File: config.mk
export PLATFORM = sky130hd
export DESIGN_NAME = tmr8_multimode
export DESIGN_NICKNAME = d
export VERILOG_FILES = /design/src/rtl/tmr8_pkg.sv /design/src/rtl/tmr8_edge_sync.sv /design/src/rtl/tmr8_cmp_buf.sv /design/src/rtl/tmr8_core.sv /design/src/rtl/tmr8_multimode.sv
export SDC_FILE = /design/constraint.sdc
export NUM_CORES = 1
export LEC_CHECK = 0
export BUFFER_PORTS_ARGS = -buffer_cell sky130_fd_sc_hd__buf_2
export CAP_MARGIN = 20
export CORE_UTILIZATION = 31
export CTS_CLUSTER_SIZE = 12
export DETAILED_ROUTE_END_ITERATION = 10
export GPL_TIMING_DRIVEN = 0
export PLACE_DENSITY = 0.5
export SYNTH_ARGS = -nofsm -noshare
export SYNTH_HDL_FRONTEND = slang
export SYNTH_SLANG_ARGS = --single-unit
File: constraint.sdc
create_clock -name clk -period 1.9 [get_ports clk]
set_input_delay 0.38 -clock clk [delete_from_list [all_inputs] [get_ports clk]]
set_output_delay 0.38 -clock clk [all_outputs]
set_load 0.01 [all_outputs]
File: src/rtl/tmr8_pkg.sv
package tmr8_pkg;
   typedef enum logic [1:0] {
      TM_INTERVAL = 2'b00,
      TM_PWM      = 2'b01,
      TM_CAPTURE  = 2'b10,
      TM_RSVD     = 2'b11
   } tm_mode_e;
endpackage

File: src/rtl/tmr8_edge_sync.sv
module tmr8_edge_sync #(
   parameter int STAGES = 2
) (
   input  logic clk,
   input  logic rst_n,
   input  logic async_in,
   output logic rise_o
);
   if (STAGES < 2) begin : g_bad_stages
      $error("tmr8_edge_sync: STAGES must be at least 2");
   end

   logic [STAGES-1:0] sh_q;
   logic              last_q;

   for (genvar i = 0; i < STAGES; i++) begin : g_stage
      if (i == 0) begin : g_first
         always_ff @(posedge clk or negedge rst_n)
            if (!rst_n) sh_q[0] <= 1'b0;
            else        sh_q[0] <= async_in;
      end else begin : g_next
         always_ff @(posedge clk or negedge rst_n)
            if (!rst_n) sh_q[i] <= 1'b0;
            else        sh_q[i] <= sh_q[i-1];
      end
   end

   always_ff @(posedge clk or negedge rst_n)
      if (!rst_n) last_q <= 1'b0;
      else        last_q <= sh_q[STAGES-1];

   assign rise_o = sh_q[STAGES-1] & ~last_q;

   AST_ONE_SHOT: assert property (@(posedge clk) disable iff (!rst_n)
      rise_o |=> !rise_o);
endmodule

File: src/rtl/tmr8_cmp_buf.sv
module tmr8_cmp_buf #(
   parameter int W = 8
) (
   input  logic         clk,
   input  logic         rst_n,
   input  logic         wr_en,
   input  logic [W-1:0] wr_val,
   input  logic         cap_en,
   input  logic [W-1:0] cap_val,
   input  logic         reload,
   output logic [W-1:0] data_q,
   output logic [W-1:0] cmp_q
);
   always_ff @(posedge clk or negedge rst_n) begin
      if (!rst_n) begin
         data_q <= '0;
         cmp_q  <= '0;
      end else begin
         if (cap_en)     data_q <= cap_val;
         else if (wr_en) data_q <= wr_val;
         if (reload)     cmp_q  <= data_q;
      end
   end

   AST_CMP_HELD: assert property (@(posedge clk) disable iff (!rst_n)
      !reload |=> $stable(cmp_q));
   AST_CAP_LATCH: assert property (@(posedge clk) disable iff (!rst_n)
      cap_en |=> data_q == $past(cap_val));
endmodule

File: src/rtl/tmr8_core.sv
module tmr8_core
   import tmr8_pkg::*;
#(
   parameter int W = 8
) (
   input  logic         clk,
   input  logic         rst_n,
   input  logic         ctrl_wr,
   input  logic [1:0]   mode_in,
   input  logic         run_in,
   input  logic         tick,
   input  logic         cap_rise,
   input  logic [W-1:0] cmp,
   output logic [W-1:0] cnt_q,
   output logic         cap_take,
   output logic         reload,
   output logic         tgl_o,
   output logic         pwm_o,
   output logic         irq_evt_o,
   output logic         irq_ovf_o
);
   localparam logic [W-1:0] ONE  = W'(1);
   localparam logic [W-1:0] MAXV = '1;

   tm_mode_e mode_q;
   logic     run_q;
   logic     mode_chg, start, adv, hit, at_max;
   logic     int_match, pwm_match, wrap, counting;

   always_comb begin
      mode_chg  = ctrl_wr && (tm_mode_e'(mode_in) != mode_q);
      start     = ctrl_wr && run_in && !run_q;
      adv       = run_q && tick && !mode_chg;
      hit       = (cnt_q == cmp);
      at_max    = (cnt_q == MAXV);
      counting  = (mode_q != TM_RSVD);
      cap_take  = run_q && (mode_q == TM_CAPTURE) && cap_rise && !mode_chg;
      int_match = adv && (mode_q == TM_INTERVAL) && hit;
      pwm_match = adv && (mode_q == TM_PWM) && hit;
      wrap      = adv && ((mode_q == TM_PWM) || (mode_q == TM_CAPTURE)) && at_max;
      reload    = start || mode_chg || int_match || wrap;
      pwm_o     = (mode_q == TM_PWM) && (cnt_q <= cmp);
   end

   always_ff @(posedge clk or negedge rst_n) begin
      if (!rst_n) begin
         mode_q <= TM_INTERVAL;
         run_q  <= 1'b0;
      end else if (ctrl_wr) begin
         mode_q <= tm_mode_e'(mode_in);
         run_q  <= run_in;
      end
   end

   always_ff @(posedge clk or negedge rst_n) begin
      if (!rst_n)                   cnt_q <= '0;
      else if (mode_chg)            cnt_q <= '0;
      else if (cap_take)            cnt_q <= '0;
      else if (int_match)           cnt_q <= '0;
      else if (adv && counting)     cnt_q <= cnt_q + ONE;
   end

   always_ff @(posedge clk or negedge rst_n) begin
      if (!rst_n) begin
         tgl_o     <= 1'b0;
         irq_evt_o <= 1'b0;
         irq_ovf_o <= 1'b0;
      end else begin
         irq_evt_o <= int_match || pwm_match || cap_take;
         irq_ovf_o <= wrap;
         if (int_match) tgl_o <= ~tgl_o;
      end
   end

   AST_INT_CLEAR: assert property (@(posedge clk) disable iff (!rst_n)
      int_match |=> (cnt_q == '0) && irq_evt_o);
   AST_PWM_WRAP: assert property (@(posedge clk) disable iff (!rst_n)
      (wrap && !cap_take) |=> (cnt_q == '0) && irq_ovf_o);
   AST_CAP_CLEAR: assert property (@(posedge clk) disable iff (!rst_n)
      cap_take |=> (cnt_q == '0) && irq_evt_o);
   AST_BOTH_IRQ: assert property (@(posedge clk) disable iff (!rst_n)
      (cap_take && wrap) |=> irq_evt_o && irq_ovf_o);
   AST_HOLD: assert property (@(posedge clk) disable iff (!rst_n)
      (!mode_chg && !cap_take && !adv) |=> $stable(cnt_q));
   AST_MODE_CLR: assert property (@(posedge clk) disable iff (!rst_n)
      mode_chg |=> (cnt_q == '0));
endmodule

File: src/rtl/tmr8_multimode.sv
module tmr8_multimode #(
   parameter int CNT_W       = 8,
   parameter int SYNC_STAGES = 2
) (
   input  logic             clk,
   input  logic             rst_n,
   input  logic             data_wr,
   input  logic [CNT_W-1:0] data_in,
   input  logic             ctrl_wr,
   input  logic [1:0]       mode_in,
   input  logic             run_in,
   input  logic             tick,
   input  logic             cap_in,
   output logic [CNT_W-1:0] data_out,
   output logic [CNT_W-1:0] count_out,
   output logic             tgl_out,
   output logic             pwm_out,
   output logic             irq_evt,
   output logic             irq_ovf
);
   if (CNT_W < 2 || CNT_W > 32) begin : g_bad_width
      $error("tmr8_multimode: CNT_W must lie in 2..32");
   end

   logic             cap_rise, cap_take, reload;
   logic [CNT_W-1:0] cmp, cnt;

   tmr8_edge_sync #(.STAGES(SYNC_STAGES)) u_sync (
      .clk(clk), .rst_n(rst_n), .async_in(cap_in), .rise_o(cap_rise)
   );

   tmr8_cmp_buf #(.W(CNT_W)) u_buf (
      .clk(clk), .rst_n(rst_n),
      .wr_en(data_wr), .wr_val(data_in),
      .cap_en(cap_take), .cap_val(cnt),
      .reload(reload), .data_q(data_out), .cmp_q(cmp)
   );

   tmr8_core #(.W(CNT_W)) u_core (
      .clk(clk), .rst_n(rst_n),
      .ctrl_wr(ctrl_wr), .mode_in(mode_in), .run_in(run_in),
      .tick(tick), .cap_rise(cap_rise), .cmp(cmp),
      .cnt_q(cnt), .cap_take(cap_take), .reload(reload),
      .tgl_o(tgl_out), .pwm_o(pwm_out),
      .irq_evt_o(irq_evt), .irq_ovf_o(irq_ovf)
   );

   assign count_out = cnt;
endmodule

==> flow_summary.json <==
{
  "ant_nets": 0,
  "final_max_slew_viol_count": 0,
  "synth_compound_area_share_pct": 6.94,
  "multi_input_area_um2": 937,
  "dpl_cell_area_um2": 2000,
  "syn_area_per_cell_um2": 10.9,
  "hp-class": "primary input to asynchronous set/reset pin",
  "whs_ps": 153,
  "syn_area_um2": 1730,
  "yosys.area_share.simple_pct": 14.2,
  "synth_cell_type_count": 32,
  "cts-root-buf": "clkbuf_8",
  "violations": "setup timing",
  "track_usage_pct": 14.7,
  "wl_per_cell_um": 13.7,
  "mostFrequentLayoutCell": "buf_2",
  "grt_max_degree": 34,
  "cts_num_sinks": 33,
  "num_vias": 1301,
  "post_route_cells_drive_above_1_share_pct": 42.5,
  "min_period_ps": 2070,
  "clock_latency_ps": 290,
  "finalSetupViolCount": 10,
  "synthAdderAreaFrac_pct": 9.40,
  "required_ps": 1520,
  "stdcell_area_um2": 2290,
  "max_cap_viol_count": 0,
  "layout_common_cells": "37 x buf_2, 25 x dfrtp_1, 17 x nor2_1",
  "synthCells": 159,
  "start_kind": "flip-flop",
  "synth_xor_area_share_pct": 5.06,
  "criticalPathCategory": "flip-flop to output port",
  "status": "finished, violations left",
  "ys_ff_latch": 33,
  "final_nets": 243,
  "post-place-ws_ps": -160,
  "critPathCaptureType": "output port",
  "dieArea_um2": 5880,
  "die-height_um": 76.7,
  "fp-row-count": 26,
  "hold_buffers": 0,
  "hold_viol": 0,
  "max-slew-margin-rel_pct": 50.9,
  "max_freq_mhz": 482,
  "leakagePower_nw": 1.15,
  "rsz0062_at_grt": "yes",
  "h-tree-depth": 2,
  "setup_ws_ps": -173,
  "place_congestion": 0.793,
  "antennaDiodeCount": 0,
  "synth-async-reset-ratio_pct": 100,
  "synth_nets": 189,
  "synth_top_family_by_area": "simple AND/OR/NAND/NOR gates",
  "cts_made_buffers": 5,
  "firstDrtPassIters": 4,
  "skew_ps": 9.63,
  "first_iter_violations": 70,
  "overflow": 0,
  "coreArea_um2": 5240,
  "yosysWarnings": 0,
  "first_global_vias": 1372,
  "utilization_pct": 43.8,
  "clkTransAtPathRegs_ps": 70,
  "start_util_pct": 33.0,
  "ir_drop_uv": 295,
  "muxShareOfSynthArea_pct": 12.1,
  "place_inst": 264,
  "fillCellCount": 525,
  "cts_max_path_buffers": 2,
  "critPathMaxFanout": 3,
  "areaGrowthSynthToFinish_pct": 32.6,
  "crit_arrival_ps": 1690,
  "grt_pass1_wl_mm": 6.60,
  "die_w_um": 76.7,
  "routed_via_density": 4.58,
  "powerDensity_nw_per_um2": 805,
  "drt-total-wl_mm": 3.89,
  "fin_cells": 284,
  "post-route-drc-count": 0,
  "fin_crit_sh_pct": 109,
  "synthFlopType": "dfrtp_1",
  "antenna_found_initial": 0,
  "tightest_slew_ps": 737,
  "port_buffers": 35,
  "synth_edf_count": 0,
  "seq_area_frac_synth_pct": 47.7,
  "cts_tree": "yes",
  "ios": 37,
  "regArea_um2": 836,
  "place_hpwl_mm": 2.61
}
==> registers in the layout, summed over array words and instances (netlist names) <==
| register | cells |
|---|---|
| u_core.irq_evt_o | 1 |
| u_core.irq_ovf_o | 1 |
| u_core.tgl_o | 1 |
| u_core.mode_q | 2 |
| u_sync.last_q | 1 |
| u_core.run_q | 1 |
| u_buf.data_q | 8 |
| u_sync.sh_q | 2 |
| u_core.cnt_q | 8 |
| u_buf.cmp_q | 8 |
==> cell usage after synthesis, types with 2 or more instances <==
library cell,number,area (um2)
a21oi_1,10,50.1
a31oi_1,2,12.5
and3_1,2,12.5
buf_2,2,10.0
dfrtp_1,33,826
ha_1,13,163
inv_1,13,48.8
mux2_4,8,120
mux2i_1,9,90.1
nand2_1,8,30.0
nand3_1,5,25.0
nand4_1,4,25.0
nor2_1,18,67.6
nor3_2,2,20.0
o21ai_0,5,25.0
xnor2_1,4,35.0
xor2_1,6,52.6
==> final timing paths <==
| check | start | to | slack, ps | cells after the start |
|---|---|---|---|---|
| worst max-delay path | u_core.cnt_q[1]$_DFFE_PN0P_ | pwm_out | -170 | 5 |
| worst min-delay path | rst_n | u_core.irq_ovf_o$_DFF_PN0_ | 150 | 1 |
| worst max register to register | u_core.cnt_q[1]$_DFFE_PN0P_ | u_buf.cmp_q[2]$_DFFE_PN0P_ | -130 | 7 |
| worst min register to register | u_sync.sh_q[0]$_DFF_PN0_ | u_sync.sh_q[1]$_DFF_PN0_ | 360 | 0 |
| max in group asynchronous | rst_n | u_core.cnt_q[4]$_DFFE_PN0P_ | 1230 | 1 |
| min in group clk | cap_in | u_sync.sh_q[0]$_DFF_PN0_ | 190 | 1 |
==> through the flow <==
step | TNS, ps | power (mW)
3_3_place_gp | -1260 | 1.23
6_report | -1200 | 1.85
3_5_place_dp | -1350 | 1.24
5_1_grt | -1800 | 1.96
2_1_floorplan | 0 | 1.11
4_1_cts | -449 | 1.86
==> power breakdown <==
group	total, mW	switching (mW)	internal, mW
Sequential	0.848	0.0609	0.787
Clock	0.547	0.251	0.295
Combinational	0.453	0.224	0.229
Total	1.85	0.536	1.31
==> layout make-up <==
cell class,count,share of cell area [%]
clock buffers,8,3.93
well taps,70,3.82
plain buffers,5,1.31
repair buffers,47,11.6
flip-flops and latches,33,36.4
inverters,13,2.13
multi-input cells,108,40.8
==> cell families after synthesis <==
group                      count (synthesis)
xor gates and xnor gates                  10
AOI/OAI and AO/OA                         21
and+or+nand+nor                           47
DFF                                       33
muxes                                     17
buffers and inverters                     18
adders and majority gates                 13
==> routing by layer <==
| metal | global-route usage (%) | vias to the layer above | wire length, um |
|---|---|---|---|
| li1 | - | 644 | - |
| met1 | 18.6 | 625 | 1850 |
| met2 | 22.8 | 23 | 1820 |
| met3 | 3.93 | 9 | 137 |
| met4 | 7.88 | 0 | 84 |
| met5 | 0 | - | 0 |
==> worst max-delay path, cell delays in order (launching register included) <==
cell and delay (ps):
dfrtp_2 440, ha_4 280, nand4_1 160, nor3_4 250
o31a_1 160, buf_2 130
==> timing repair <==
item	CTS	global route
buffers inserted	11	2
resized for setup	18	3
pin swaps	5	6
endpoints found under the setup margin	9	13
(Power assumes the default switching activity.)
